<file path="config.mk">
export PLATFORM = sky130hd
export DESIGN_NAME = cfl_cascade_ctrl
export DESIGN_NICKNAME = d
export VERILOG_FILES = /design/src/rtl/cfl_pkg.sv /design/src/rtl/cfl_enable_seq.sv /design/src/rtl/cfl_status_regs.sv /design/src/rtl/cfl_chain_merge.sv /design/src/rtl/cfl_cascade_ctrl.sv
export SDC_FILE = /design/constraint.sdc
export NUM_CORES = 1
export LEC_CHECK = 0
export BUFFER_PORTS_ARGS = -buffer_cell sky130_fd_sc_hd__buf_2
export CAP_MARGIN = 25
export CORE_AREA = 3 3 40 42
export CTS_CLUSTER_DIAMETER = 150
export DETAILED_ROUTE_END_ITERATION = 7
export DIE_AREA = 0 0 43 45
export RECOVER_POWER = 25
export SLEW_MARGIN = 20
export SYNTH_ARGS = -nofsm -noshare
export SYNTH_HDL_FRONTEND = slang
export SYNTH_SLANG_ARGS = --single-unit
</file>
<file path="constraint.sdc">
create_clock -name clk -period 1.2 [get_ports clk]
set_input_delay 0.18 -clock clk [delete_from_list [all_inputs] [get_ports clk]]
set_output_delay 0.18 -clock clk [all_outputs]
set_load 0.01 [all_outputs]
</file>
<file path="src/rtl/cfl_pkg.sv">
`timescale 1ns/1ps
package cfl_pkg;
  localparam int OP_W = 2;

  typedef enum logic [OP_W-1:0] {
    OP_NOP  = 2'b00,
    OP_CMP  = 2'b01,
    OP_FILL = 2'b10,
    OP_MISC = 2'b11
  } cfl_op_e;

  typedef enum logic [1:0] {
    ST_OFF  = 2'b00,
    ST_WAKE = 2'b01,
    ST_ON   = 2'b10
  } cfl_st_e;

  typedef struct packed {
    logic hit;
    logic multi;
    logic full;
    logic part;
  } cfl_local_t;
endpackage

</file>
<file path="src/rtl/cfl_enable_seq.sv">
`timescale 1ns/1ps
module cfl_enable_seq
  import cfl_pkg::*;
(
  input  logic    clk,
  input  logic    rst,
  input  logic    ce_n,
  input  cfl_op_e op,
  output cfl_st_e state_q,
  output logic    exec
);
  cfl_st_e state_d;

  always_comb begin
    state_d = state_q;
    if (ce_n) begin
      state_d = ST_OFF;
    end else begin
      case (state_q)
        ST_ON:   state_d = ST_ON;
        default: state_d = (op == OP_NOP) ? ST_ON : ST_WAKE;
      endcase
    end
  end

  always_ff @(posedge clk) begin
    if (rst) state_q <= ST_WAKE;
    else     state_q <= state_d;
  end

  // An operation is carried out only by an active, selected device
  assign exec = (state_q == ST_ON) && !ce_n;

  AST_WAKE_NEEDS_NOP: assert property (@(posedge clk) disable iff (rst)
    (state_q != ST_ON && !ce_n && op != OP_NOP) |=> (state_q != ST_ON));

  AST_DESELECT_GOES_OFF: assert property (@(posedge clk) disable iff (rst)
    ce_n |=> (state_q == ST_OFF));
endmodule

</file>
<file path="src/rtl/cfl_status_regs.sv">
`timescale 1ns/1ps
module cfl_status_regs
  import cfl_pkg::*;
(
  input  logic       clk,
  input  logic       rst,
  input  logic       exec,
  input  cfl_op_e    op,
  input  logic       loc_match,
  input  logic       loc_multi,
  input  logic       loc_full,
  output cfl_local_t lq
);
  always_ff @(posedge clk) begin
    if (rst) begin
      lq <= '0;
    end else if (!exec) begin
      lq.hit   <= 1'b0;
      lq.multi <= 1'b0;
      lq.part  <= 1'b0;
    end else begin
      lq.part <= (op != OP_NOP);
      if (op == OP_CMP) begin
        lq.hit   <= loc_match;
        lq.multi <= loc_multi;
      end
      if (op == OP_FILL) lq.full <= loc_full;
    end
  end

  AST_FULL_ONLY_ON_FILL: assert property (@(posedge clk) disable iff (rst)
    !(exec && op == OP_FILL) |=> $stable(lq.full));

  AST_HIT_ONLY_ON_CMP: assert property (@(posedge clk) disable iff (rst)
    (exec && op != OP_CMP) |=> ($stable(lq.hit) && $stable(lq.multi)));
endmodule

</file>
<file path="src/rtl/cfl_chain_merge.sv">
`timescale 1ns/1ps
module cfl_chain_merge
  import cfl_pkg::*;
#(
  parameter bit CASCADED = 1'b1
) (
  input  cfl_st_e    st,
  input  cfl_local_t lq,
  input  logic       mfu_in_n,
  input  logic       mfd_in_n,
  input  logic       mmf_in_n,
  input  logic       ff_in_n,
  input  logic       cscu_in,
  input  logic       cscd_in,
  output logic       mfu_out_n,
  output logic       mfd_out_n,
  output logic       mmf_out_n,
  output logic       ff_out_n,
  output logic       cscu_out,
  output logic       cscd_out,
  output logic       owns,
  output logic       nfa_wr
);
  logic off_mfu, off_mfd, off_mmf, off_ff, off_cscu, off_cscd;

  generate
    if (CASCADED) begin : g_pass
      assign off_mfu  = mfu_in_n;
      assign off_mfd  = mfd_in_n;
      assign off_mmf  = mmf_in_n;
      assign off_ff   = ff_in_n;
      assign off_cscu = cscu_in;
      assign off_cscd = cscd_in;
    end else begin : g_tie
      assign off_mfu  = 1'b1;
      assign off_mfd  = 1'b1;
      assign off_mmf  = 1'b1;
      assign off_ff   = 1'b0;
      assign off_cscu = 1'b0;
      assign off_cscd = 1'b0;
    end
  endgenerate

  always_comb begin
    mfu_out_n = 1'b1;
    mfd_out_n = 1'b1;
    mmf_out_n = 1'b1;
    ff_out_n  = 1'b1;
    cscu_out  = 1'b0;
    cscd_out  = 1'b0;
    owns      = 1'b0;
    nfa_wr    = 1'b0;
    case (st)
      ST_ON: begin
        mfd_out_n = !(lq.hit || !mfd_in_n);
        mfu_out_n = !(lq.hit || !mfu_in_n);
        mmf_out_n = !(lq.multi || !mmf_in_n || (lq.hit && !mfd_in_n));
        ff_out_n  = !(lq.full && !ff_in_n);
        cscu_out  = lq.part || cscu_in;
        cscd_out  = lq.part || cscd_in;
        owns      = lq.hit && mfd_in_n;
        nfa_wr    = !ff_in_n && !lq.full;
      end
      ST_OFF: begin
        mfu_out_n = off_mfu;
        mfd_out_n = off_mfd;
        mmf_out_n = off_mmf;
        ff_out_n  = off_ff;
        cscu_out  = off_cscu;
        cscd_out  = off_cscd;
      end
      default: ;
    endcase
  end
endmodule

</file>
<file path="src/rtl/cfl_cascade_ctrl.sv">
`timescale 1ns/1ps
module cfl_cascade_ctrl
  import cfl_pkg::*;
#(
  parameter bit CASCADED = 1'b1
) (
  input  logic       clk,
  input  logic       rst,
  input  logic       ce_n,
  input  logic [1:0] op_i,
  input  logic       loc_match_i,
  input  logic       loc_multi_i,
  input  logic       loc_full_i,
  input  logic       mfu_in_n,
  input  logic       mfd_in_n,
  input  logic       mmf_in_n,
  input  logic       ff_in_n,
  input  logic       cscu_in,
  input  logic       cscd_in,
  output logic       mfu_out_n,
  output logic       mfd_out_n,
  output logic       mmf_out_n,
  output logic       ff_out_n,
  output logic       smf_out_n,
  output logic       cscu_out,
  output logic       cscd_out,
  output logic       owns_o,
  output logic       nfa_wr_o
);
  cfl_op_e    op;
  cfl_st_e    st;
  logic       exec;
  cfl_local_t lq;

  assign op = cfl_op_e'(op_i);

  cfl_enable_seq u_seq (
    .clk(clk), .rst(rst), .ce_n(ce_n), .op(op),
    .state_q(st), .exec(exec)
  );

  cfl_status_regs u_regs (
    .clk(clk), .rst(rst), .exec(exec), .op(op),
    .loc_match(loc_match_i), .loc_multi(loc_multi_i), .loc_full(loc_full_i),
    .lq(lq)
  );

  cfl_chain_merge #(.CASCADED(CASCADED)) u_merge (
    .st(st), .lq(lq),
    .mfu_in_n(mfu_in_n), .mfd_in_n(mfd_in_n), .mmf_in_n(mmf_in_n),
    .ff_in_n(ff_in_n), .cscu_in(cscu_in), .cscd_in(cscd_in),
    .mfu_out_n(mfu_out_n), .mfd_out_n(mfd_out_n), .mmf_out_n(mmf_out_n),
    .ff_out_n(ff_out_n), .cscu_out(cscu_out), .cscd_out(cscd_out),
    .owns(owns_o), .nfa_wr(nfa_wr_o)
  );

  assign smf_out_n = mfd_out_n;

  AST_OWNER_PULLS_DOWN: assert property (@(posedge clk) disable iff (rst)
    owns_o |-> (!mfd_out_n && !mfu_out_n));

  AST_GRANT_NOT_FULL: assert property (@(posedge clk) disable iff (rst)
    nfa_wr_o |-> ff_out_n);

  AST_RESET_QUIET: assert property (@(posedge clk)
    rst |=> (mfd_out_n && mfu_out_n && mmf_out_n && ff_out_n && !owns_o && !cscd_out));
endmodule

</file>
==> metrics.cfg <==
[status]
status = finished with violations
violations = setup timing

[pwr]
p_comb_frac = 0.171
p_per_area_nw_per_um2 = 915
power.switching_uw = 111
power_leakage_uw = 0.000237
seqPwrFrac = 0.439
p_clk_frac = 0.389
peakVddDrop_v = 0.000340
netSwitchingFraction = 0.237
p_int_uw = 357

[place]
placedCellCount = 76
place_area_um2 = 460
pre_cts_slack_ps = 141
gp_congestion = 0.720
numPortBuffers = 22
hpwl_um = 672

[min_path]
hold_depth = 2
hp-class = input pin to register

[routing]
routed_wl_um = 875
first_iter_violations = 13
drcViolationCount = 0
vias = 370
drtPass1Iterations = 3
ant_nets = 0
vias_per_cell = 4.63
wire_per_inst_um = 10.9

[clock_tree]
root_buffer = clkbuf_4
clk_latency_ps = 240
clockBufferDepth = 2
cts_buffers = 3
cts_tree = yes
cts_sinks = 6
postCtsHoldBufs = 0
path_clk_slew_ps = 40
htreeDepth = 1

[logic_synthesis]
synthCells = 39
ys_ff_latch = 6
synth_nets = 53
synth.distinct_cells = 18
yosysWarningCount = 0
synth_seq_area_share = 0.362
postSynthAreaPerCell_um2 = 8.50
synth_area_um2 = 332

[finish]
stdcell_area_um2 = 512
syn2layout_area_growth_pct = 54.3
stdcell_count = 80
n_fill_cell = 144
regArea_um2 = 125
drive_gt1_frac = 0.538
final_common_cell = buf_2
nNetsFinal = 81
layout_common_cells = buf_2, nor2_1, dfxtp_1
finalCoreUtilization = 0.398
multi_input_area_um2 = 216
diodes = 0

[global_route]
antenna_found_initial = 0
grt_pass1_vias = 341
grt_use_total = 0.0916
grt_pass1_wl_um = 1350
grt_overflow = 0
grt_max_degree = 7

[floorplan]
die_h_um = 45
placementRows = 13
die_w_um = 43
die_area_um2 = 1940
start_util = 0.258
ios = 23
core_um2 = 1280

[timing]
setup_viol = 3
worst_slew_pin_slew_ps = 232
fin_skew_ps = 0.648
setup_ws_ps = -34.3
final.min_clock_period_ps = 1230
slew_violations = 0
max_freq_mhz = 810
slew-limit-headroom = 0.845
tns_ps = -39.4
finalHoldViolations = 0
finalCritPeriodShare = 1.03
rsz0062_at_grt = true

[setup_path]
setup.worst_path.class = register to output port
crit_path_end_kind = output port
arrival_ps = 1050
worstPathRequired_ps = 1020
cp-start-kind = register
worst_r2r_path_depth = 3
cp_max_fo = 3
r2r_setup_slack_ps = 210

[flow_run]
maxCapViolCount = 0

-- final timing paths --
kind,endpoint,start
worst min-delay path,u_seq.state_q[1]$_SDFF_PP0_,rst
worst max register to register,u_regs.lq[1]$_SDFFE_PP0P_,u_seq.state_q[0]$_SDFF_PP1_
worst max-delay path,mmf_out_n,u_regs.lq[3]$_SDFFE_PP0N_
worst min register to register,u_regs.lq[3]$_SDFFE_PP0N_,u_regs.lq[3]$_SDFFE_PP0N_
-- stage by stage --
stage | hold WS (ps) | power (uW)
global route | 171 | 491
CTS | 149 | 473
finish | 154 | 468
global placement | 406 | 288
detailed placement | 406 | 289
floorplan | 255 | 246
-- power by group through the flow --
stage	Sequential (uW)	Clock, uW	Combinational [uW]
floorplan	212	0	33.6
global placement	210	0	77.4
detailed placement	211	0	78.0
CTS	207	187	78.6
global route	206	197	89.0
finish	206	182	80.2
-- worst max-delay path, cell delays in order, from the launching register on --
cell and delay (ps):
dfxtp_2 330, nor2b_4 140, o21ai_2 50, a21o_1 170, buf_2 130
-- cell usage after synthesis (all sizes together) --
master | count | area (um^2)
a21oi | 2 | 10.0
nand2 | 2 | 7.51
o21ai | 3 | 15.0
dfxtp | 6 | 120
a21o | 3 | 22.5
nor2 | 8 | 30.0
nor4b | 1 | 15.0
mux2i | 3 | 30.0
o21bai | 1 | 7.51
buf | 1 | 7.51
nor2b | 1 | 6.26
nand2b | 4 | 32.5
inv | 1 | 3.75
nor3b | 1 | 7.51
or3 | 1 | 11.3
nor3 | 1 | 5.00
-- sequential cells by signal, summed over array words and instances (netlist names) --
register       flops
u_regs.lq          4
u_seq.state_q      2
-- cells by family after synthesis --
family	share of synthesized area
simple gates	0.347
compound gates	0.166
flops	0.362
mux	0.0906
buf+inv	0.0340
-- cell type report --
| type | instances | share of cell area |
|---|---|---|
| multi-input combinational | 31 | 0.423 |
| sequential | 6 | 0.244 |
| timing repair buffer | 24 | 0.244 |
| clock buffer | 3 | 0.0440 |
| tap | 15 | 0.0367 |
| inverter | 1 | 0.00733 |
-- metal layers --
| metal | track usage | wire, um | up-vias |
|---|---|---|---|
| met2 | 0.129 | 398 | 20 |
| met1 | 0.128 | 394 | 163 |
| met5 | 0 | 0 | - |
| met4 | 0.0542 | 0 | 0 |
| li1 | - | - | 187 |
| met3 | 0.0199 | 82 | 0 |
-- repair_timing --
action,CTS,global route
gates cloned,0,0
setup buffers,1,0
resized for setup,2,6
pin swaps,3,3
endpoints found under the setup margin,7,6
Note: power is estimated with default switching activity, not from simulation.
